===== src/rtl/nand_addr_pkg.sv =====
package nand_addr_pkg;
  typedef enum logic [1:0] {
    OP_NONE  = 2'd0,
    OP_ID    = 2'd1,
    OP_RW    = 2'd2,
    OP_ERASE = 2'd3
  } addr_op_e;
endpackage


===== src/rtl/nand_addr_cyc_cfg.sv =====
module nand_addr_cyc_cfg
  import nand_addr_pkg::*;
#(
  parameter int CAP_W       = 6,
  parameter int CNT_W       = 3,
  parameter int SP_HI_LOG2  = 25,
  parameter int SP_MID_LOG2 = 17,
  parameter int LP_HI_LOG2  = 27,
  parameter int LP_MID_LOG2 = 19
) (
  input  addr_op_e         op,
  input  logic             large_page,
  input  logic [CAP_W-1:0] cap_log2,
  output logic [CNT_W-1:0] n_cyc
);
  localparam logic [CAP_W-1:0] SP_HI  = CAP_W'(SP_HI_LOG2);
  localparam logic [CAP_W-1:0] SP_MID = CAP_W'(SP_MID_LOG2);
  localparam logic [CAP_W-1:0] LP_HI  = CAP_W'(LP_HI_LOG2);
  localparam logic [CAP_W-1:0] LP_MID = CAP_W'(LP_MID_LOG2);

  logic [CNT_W-1:0] rw_n, er_n;

  always_comb begin
    if (large_page) begin
      if (cap_log2 > LP_HI)       begin rw_n = CNT_W'(5); er_n = CNT_W'(3); end
      else if (cap_log2 > LP_MID) begin rw_n = CNT_W'(4); er_n = CNT_W'(2); end
      else                        begin rw_n = CNT_W'(3); er_n = CNT_W'(1); end
    end else begin
      if (cap_log2 > SP_HI)       begin rw_n = CNT_W'(4); er_n = CNT_W'(3); end
      else if (cap_log2 > SP_MID) begin rw_n = CNT_W'(3); er_n = CNT_W'(2); end
      else                        begin rw_n = CNT_W'(2); er_n = CNT_W'(1); end
    end
  end

  always_comb begin
    unique case (op)
      OP_NONE:  n_cyc = '0;
      OP_ID:    n_cyc = CNT_W'(1);
      OP_RW:    n_cyc = rw_n;
      default:  n_cyc = er_n;
    endcase
  end
endmodule


===== src/rtl/nand_addr_pack.sv =====
module nand_addr_pack
  import nand_addr_pkg::*;
#(
  parameter int COL_W    = 14,
  parameter int PAGE_W   = 24,
  parameter int MAX_CYC  = 5,
  parameter int LP_COL_W = 12
) (
  input  addr_op_e                 op,
  input  logic                     large_page,
  input  logic                     bus16,
  input  logic [COL_W-1:0]         column,
  input  logic [PAGE_W-1:0]        page,
  output logic [8*MAX_CYC-1:0]     vec
);
  localparam int VEC_W = 8 * MAX_CYC;
  localparam logic [COL_W-1:0] LP_MASK = COL_W'((1 << LP_COL_W) - 1);
  localparam logic [COL_W-1:0] SP_MASK = COL_W'(8'hFF);

  logic [COL_W-1:0] col_w;
  logic [VEC_W-1:0] page_ext, col_sp, col_lp, col_id;

  always_comb begin
    col_w    = bus16 ? (column >> 1) : column;
    page_ext = VEC_W'(page);
    col_sp   = VEC_W'(col_w & SP_MASK);
    col_lp   = VEC_W'(col_w & LP_MASK);
    col_id   = VEC_W'(column & SP_MASK);
  end

  always_comb begin
    unique case (op)
      OP_NONE:  vec = '0;
      OP_ID:    vec = col_id;
      OP_RW:    vec = large_page ? ((page_ext << 16) | col_lp)
                                 : ((page_ext << 8)  | col_sp);
      default:  vec = page_ext;
    endcase
  end
endmodule


===== src/rtl/nand_addr_shift.sv =====
module nand_addr_shift #(
  parameter int MAX_CYC = 5,
  parameter int CNT_W   = 3
) (
  input  logic                 clk,
  input  logic                 rst,
  input  logic                 start,
  input  logic [8*MAX_CYC-1:0] vec,
  input  logic [CNT_W-1:0]     n_cyc,
  input  logic                 byte_ready,
  output logic [7:0]           byte_out,
  output logic                 byte_valid,
  output logic                 done
);
  logic [8*MAX_CYC-1:0] sr_q;
  logic [CNT_W-1:0]     left_q;
  logic                 valid_q, done_q;

  always_ff @(posedge clk) begin
    if (rst) begin
      sr_q    <= '0;
      left_q  <= '0;
      valid_q <= 1'b0;
      done_q  <= 1'b0;
    end else begin
      done_q <= 1'b0;
      if (!valid_q) begin
        if (start) begin
          sr_q <= vec;
          if (n_cyc == '0) begin
            done_q <= 1'b1;
          end else begin
            valid_q <= 1'b1;
            left_q  <= n_cyc;
          end
        end
      end else if (byte_ready) begin
        if (left_q == CNT_W'(1)) begin
          valid_q <= 1'b0;
          done_q  <= 1'b1;
        end
        sr_q   <= sr_q >> 8;
        left_q <= left_q - CNT_W'(1);
      end
    end
  end

  assign byte_out   = sr_q[7:0];
  assign byte_valid = valid_q;
  assign done       = done_q;
endmodule


===== src/rtl/nand_addr_seq.sv =====
module nand_addr_seq
  import nand_addr_pkg::*;
#(
  parameter int COL_W       = 14,
  parameter int PAGE_W      = 24,
  parameter int CAP_W       = 6,
  parameter int MAX_CYC     = 5,
  parameter int LP_COL_W    = 12,
  parameter int SP_HI_LOG2  = 25,
  parameter int SP_MID_LOG2 = 17,
  parameter int LP_HI_LOG2  = 27,
  parameter int LP_MID_LOG2 = 19
) (
  input  logic              clk,
  input  logic              rst,
  input  logic              start,
  input  logic [1:0]        op,
  input  logic              large_page,
  input  logic              bus16,
  input  logic [CAP_W-1:0]  cap_log2,
  input  logic [COL_W-1:0]  column,
  input  logic [PAGE_W-1:0] page,
  input  logic              byte_ready,
  output logic [7:0]        byte_out,
  output logic              byte_valid,
  output logic              done
);
  localparam int CNT_W = $clog2(MAX_CYC + 1);
  localparam int VEC_W = 8 * MAX_CYC;

  addr_op_e         op_e;
  logic [CNT_W-1:0] n_cyc;
  logic [VEC_W-1:0] vec;

  assign op_e = addr_op_e'(op);

  nand_addr_cyc_cfg #(
    .CAP_W(CAP_W), .CNT_W(CNT_W),
    .SP_HI_LOG2(SP_HI_LOG2), .SP_MID_LOG2(SP_MID_LOG2),
    .LP_HI_LOG2(LP_HI_LOG2), .LP_MID_LOG2(LP_MID_LOG2)
  ) u_cfg (
    .op(op_e), .large_page(large_page), .cap_log2(cap_log2), .n_cyc(n_cyc)
  );

  nand_addr_pack #(
    .COL_W(COL_W), .PAGE_W(PAGE_W), .MAX_CYC(MAX_CYC), .LP_COL_W(LP_COL_W)
  ) u_pack (
    .op(op_e), .large_page(large_page), .bus16(bus16),
    .column(column), .page(page), .vec(vec)
  );

  nand_addr_shift #(.MAX_CYC(MAX_CYC), .CNT_W(CNT_W)) u_shift (
    .clk(clk), .rst(rst), .start(start), .vec(vec), .n_cyc(n_cyc),
    .byte_ready(byte_ready), .byte_out(byte_out),
    .byte_valid(byte_valid), .done(done)
  );
endmodule


===== config.mk =====
export PLATFORM = sky130hd
export DESIGN_NAME = nand_addr_seq
export DESIGN_NICKNAME = d
export VERILOG_FILES = /design/src/rtl/nand_addr_pkg.sv /design/src/rtl/nand_addr_cyc_cfg.sv /design/src/rtl/nand_addr_pack.sv /design/src/rtl/nand_addr_shift.sv /design/src/rtl/nand_addr_seq.sv
export SDC_FILE = /design/constraint.sdc
export NUM_CORES = 1
export LEC_CHECK = 0
export ABC_AREA = 1
export ABC_CLOCK_PERIOD_IN_PS = 3950
export BUFFER_PORTS_ARGS = -buffer_cell sky130_fd_sc_hd__buf_2
export CAP_MARGIN = 30
export CORE_MARGIN = 2
export CORE_UTILIZATION = 50
export DETAILED_ROUTE_END_ITERATION = 8
export PLACE_DENSITY = 0.85
export REMOVE_ABC_BUFFERS = 1
export SETUP_SLACK_MARGIN = 0.4
export SYNTH_ARGS = -nofsm -noshare
export SYNTH_HDL_FRONTEND = slang
export SYNTH_SLANG_ARGS = --single-unit

===== constraint.sdc =====
create_clock -name clk -period 3.95 [get_ports clk]
set_input_delay 0 -clock clk [delete_from_list [all_inputs] [get_ports clk]]
set_output_delay 0 -clock clk [all_outputs]
set_load 0.03 [all_outputs]

==> reports/qor.csv <==
metric,value,unit
CTS root buf,clkbuf_8,
Total Routing Usage GR,25.6,%
Setup crit end kind,flip-flop,
final setup fails,0,
Ports,62,
1st-iter DRT viols,361,
DRT Pass-1 Iters,5,
Die ar.,6130,µm²
Clock Latency Late Sink,300,ps
CTS H-tree depth,2,
Worst Hold Path Cells,3,
fin crit share,56.7,%
"Req. time, crit path",4110,ps
r2r startpoint,u_shift.byte_valid$_SDFF_PP0_,
initial antenna violation count,0,
crit path max-delay cell type,a21oi_4,
TritonCTS Buffers,5,
IO buf count,59,
"Seq/Total Area, Yosys",32.7,%
max-slew violations,0,
kind of critical path,flip-flop to flip-flop,
number of routed nets with antenna violations,0,
max-cap violations,0,
vias in the first global route,2830,
Final Hold Slack,17.8,ps
max incr delay on CP,460,ps
nature of the critical path startpoint,flip-flop,
final routed DRC violation total,0,
fmax,447,MHz
CTS tree,built,
die width,78.3,µm
cell taking the most area after synthesis,dfxtp_1,
slew margin rel.,31.1,%
nets@finish,514,
global placement routability congestion,0.899,
Pleak,1.39,nW
Seq cells post-synth,45,
HP Start,page[5],
synthesized cell area,2760,µm²
syn avg cell area,6.60,µm²
total wire length,7830,µm
vias per cell,5.81,
R2R Path End,u_shift.sr_q[3]$_SDFFE_PP0P_,
largest cells by area after synthesis,"dfxtp_1 33%, a21oi_1 12%, nand2_1 11%",
RSZ-0062 raised after global routing,false,
Area Overhead vs Synth,14.2,%
Worst Hold Class,input pin to flip-flop,
final clock skew,5.14,ps
reg2reg path depth,6,
critical path arrival,2400,ps
Worst-Margin Slew,1030,ps
first-pass GRT wire length,12700,µm
maximum vdd drop,0.000183,V
Ant. Diodes,0,
Post-synth top flop,dfxtp_1,
Power Density,374,nW/µm²
Tmin final,2240,ps
Place WS,1770,ps
pin count of the biggest net entering global routing,48,
row count,27,
number of synthesized flops with an enable pin,0,
async set or reset register ratio after synthesis,0,%
Hold Path End,u_shift.sr_q[13]$_SDFFE_PP0P_,
Gate Count Post-Synth,418,
Yosys warning total,0,
Synth top area share,32.7,%
commonest cells in the netlist,"82 x nand2_1, 67 x a21oi_1, 61 x o21ai_0, 45 x dfxtp_1, 33 x inv_1",
Cells after DPL,516,
final cell count without fillers,532,
worst setup margin,1710,ps
Wirelength per Cell,14.7,µm
Initial Utilization,51.0,%
CP cell instances,"buf_4, nor2_4, a21oi_4, inv_2, o21ai_0, a21oi_1",
setup TNS,0,ps
routed via count,3092,
crit-path max FO,47,
share of cells above drive strength 1,18.0,%
synth unique cells,33,
final hold vios,0,
core area,5410,µm²
Die H,78.3,µm
outcome,"complete, no violations",
"setup slack, reg-to-reg",1710,ps
"count leader, synth",nand2_1,
hpwl dp,5270,µm
grt ovf,0,
worst-case clock buffer depth,2,
clock-pin slew of the registers on the worst-case setup and hold paths,80,ps
clk sinks,45,
==> layout by cell type, fill, tap and decap left out, types with 2 or more instances in the layout <==
cell type and count:
a221oi_1 5, o21ai_0 61, dfxtp_1 45, nor2_2 4
o22ai_1 3, nor2_1 26, inv_1 33, buf_2 59
dlygate4sd3_1 9, a22oi_1 4, o32ai_1 4, nand4_1 4
inv_2 2, o21ai_1 15, nand3_1 9, nand2_1 82
a21oi_1 67, ha_1 2, clkbuf_8 5, o211ai_1 4
nand2_2 4
==> how the worst max path moves through the flow <==
stage / start / endpoint / slack, ps / cells after the start
6_report: u_shift.byte_valid$_SDFF_PP0_ / u_shift.sr_q[3]$_SDFFE_PP0P_ / 1710 / 6
5_1_grt: u_shift.byte_valid$_SDFF_PP0_ / u_shift.sr_q[0]$_SDFFE_PP0P_ / 1540 / 6
4_1_cts: u_shift.byte_valid$_SDFF_PP0_ / u_shift.sr_q[3]$_SDFFE_PP0P_ / 1720 / 6
3_5_place_dp: u_shift.byte_valid$_SDFF_PP0_ / u_shift.sr_q[8]$_SDFFE_PP0P_ / 1770 / 6
3_3_place_gp: u_shift.byte_valid$_SDFF_PP0_ / u_shift.sr_q[0]$_SDFFE_PP0P_ / 1840 / 6
2_1_floorplan: u_shift.byte_valid$_SDFF_PP0_ / u_shift.sr_q[0]$_SDFFE_PP0P_ / 1820 / 5
==> routing by layer <==
metal  global-route usage [%]  up-vias  routed length, µm
met3                     4.60       18                729
li1                         -     1500                  -
met2                     42.9      176               3620
met1                     33.6     1398               3340
met4                     7.54        0                138
met5                        0        -                  0
==> registers in the layout, indices dropped and copies added (netlist names) <==
name and flops:
u_shift.byte_valid 1, u_shift.left_q 3, u_shift.sr_q 40, u_shift.done 1
==> where the power goes <==
group	switching [mW]	leakage [nW]	internal [mW]	total [mW]
clock network	0.157	0.0540	0.184	0.341
registers	0.0224	0.371	0.498	0.520
logic	0.209	0.966	0.109	0.317
==> cell type report <==
class                           instances  area [µm²]
Clock buffer                            5        68.8
Clock inverter                          2        35.0
Fill cell                             548        2250
Inverter                               35         131
Multi-Input combinational cell        304        1530
Sequential cell                        45         901
Tap cell                               72        90.1
Timing Repair Buffer                   69         393
==> stage by stage <==
stage / total power [mW] / cell area, µm² / util, %
floorplan: 0.726 / 2560 / -
global placement: 0.825 / 2960 / 54.7
detailed placement: 0.836 / 2960 / 54.7
CTS: 1.18 / 3150 / 58.3
global route: 1.24 / 3150 / 58.3
finish: 1.18 / 3150 / 58.3
==> worst max-delay path, delay by kind of cell (launching register included) <==
family	cells	cell delay, ps
AO/OA/AOI/OAI	3	820
buffers and inverters	2	790
flip-flops	1	380
AND/OR/NAND/NOR	1	100
==> logic make-up after synthesis <==
group	Yosys count	share of synthesized area, %
flops	45	32.7
simple gates	134	21.2
buf+inv	69	11.8
compound gates	167	33.1
fa+ha+maj	2	0.907
xor+xnor	1	0.318
==> what timing repair did <==
item                       in CTS  in global routing
setup endpoints to repair       0                  0
setup buffers                   0                  0
resized for setup               0                  0
hold buffers                    9                  0
hold endpoints to repair        9                  0
No activity file was read; power rests on OpenSTA's default activity.
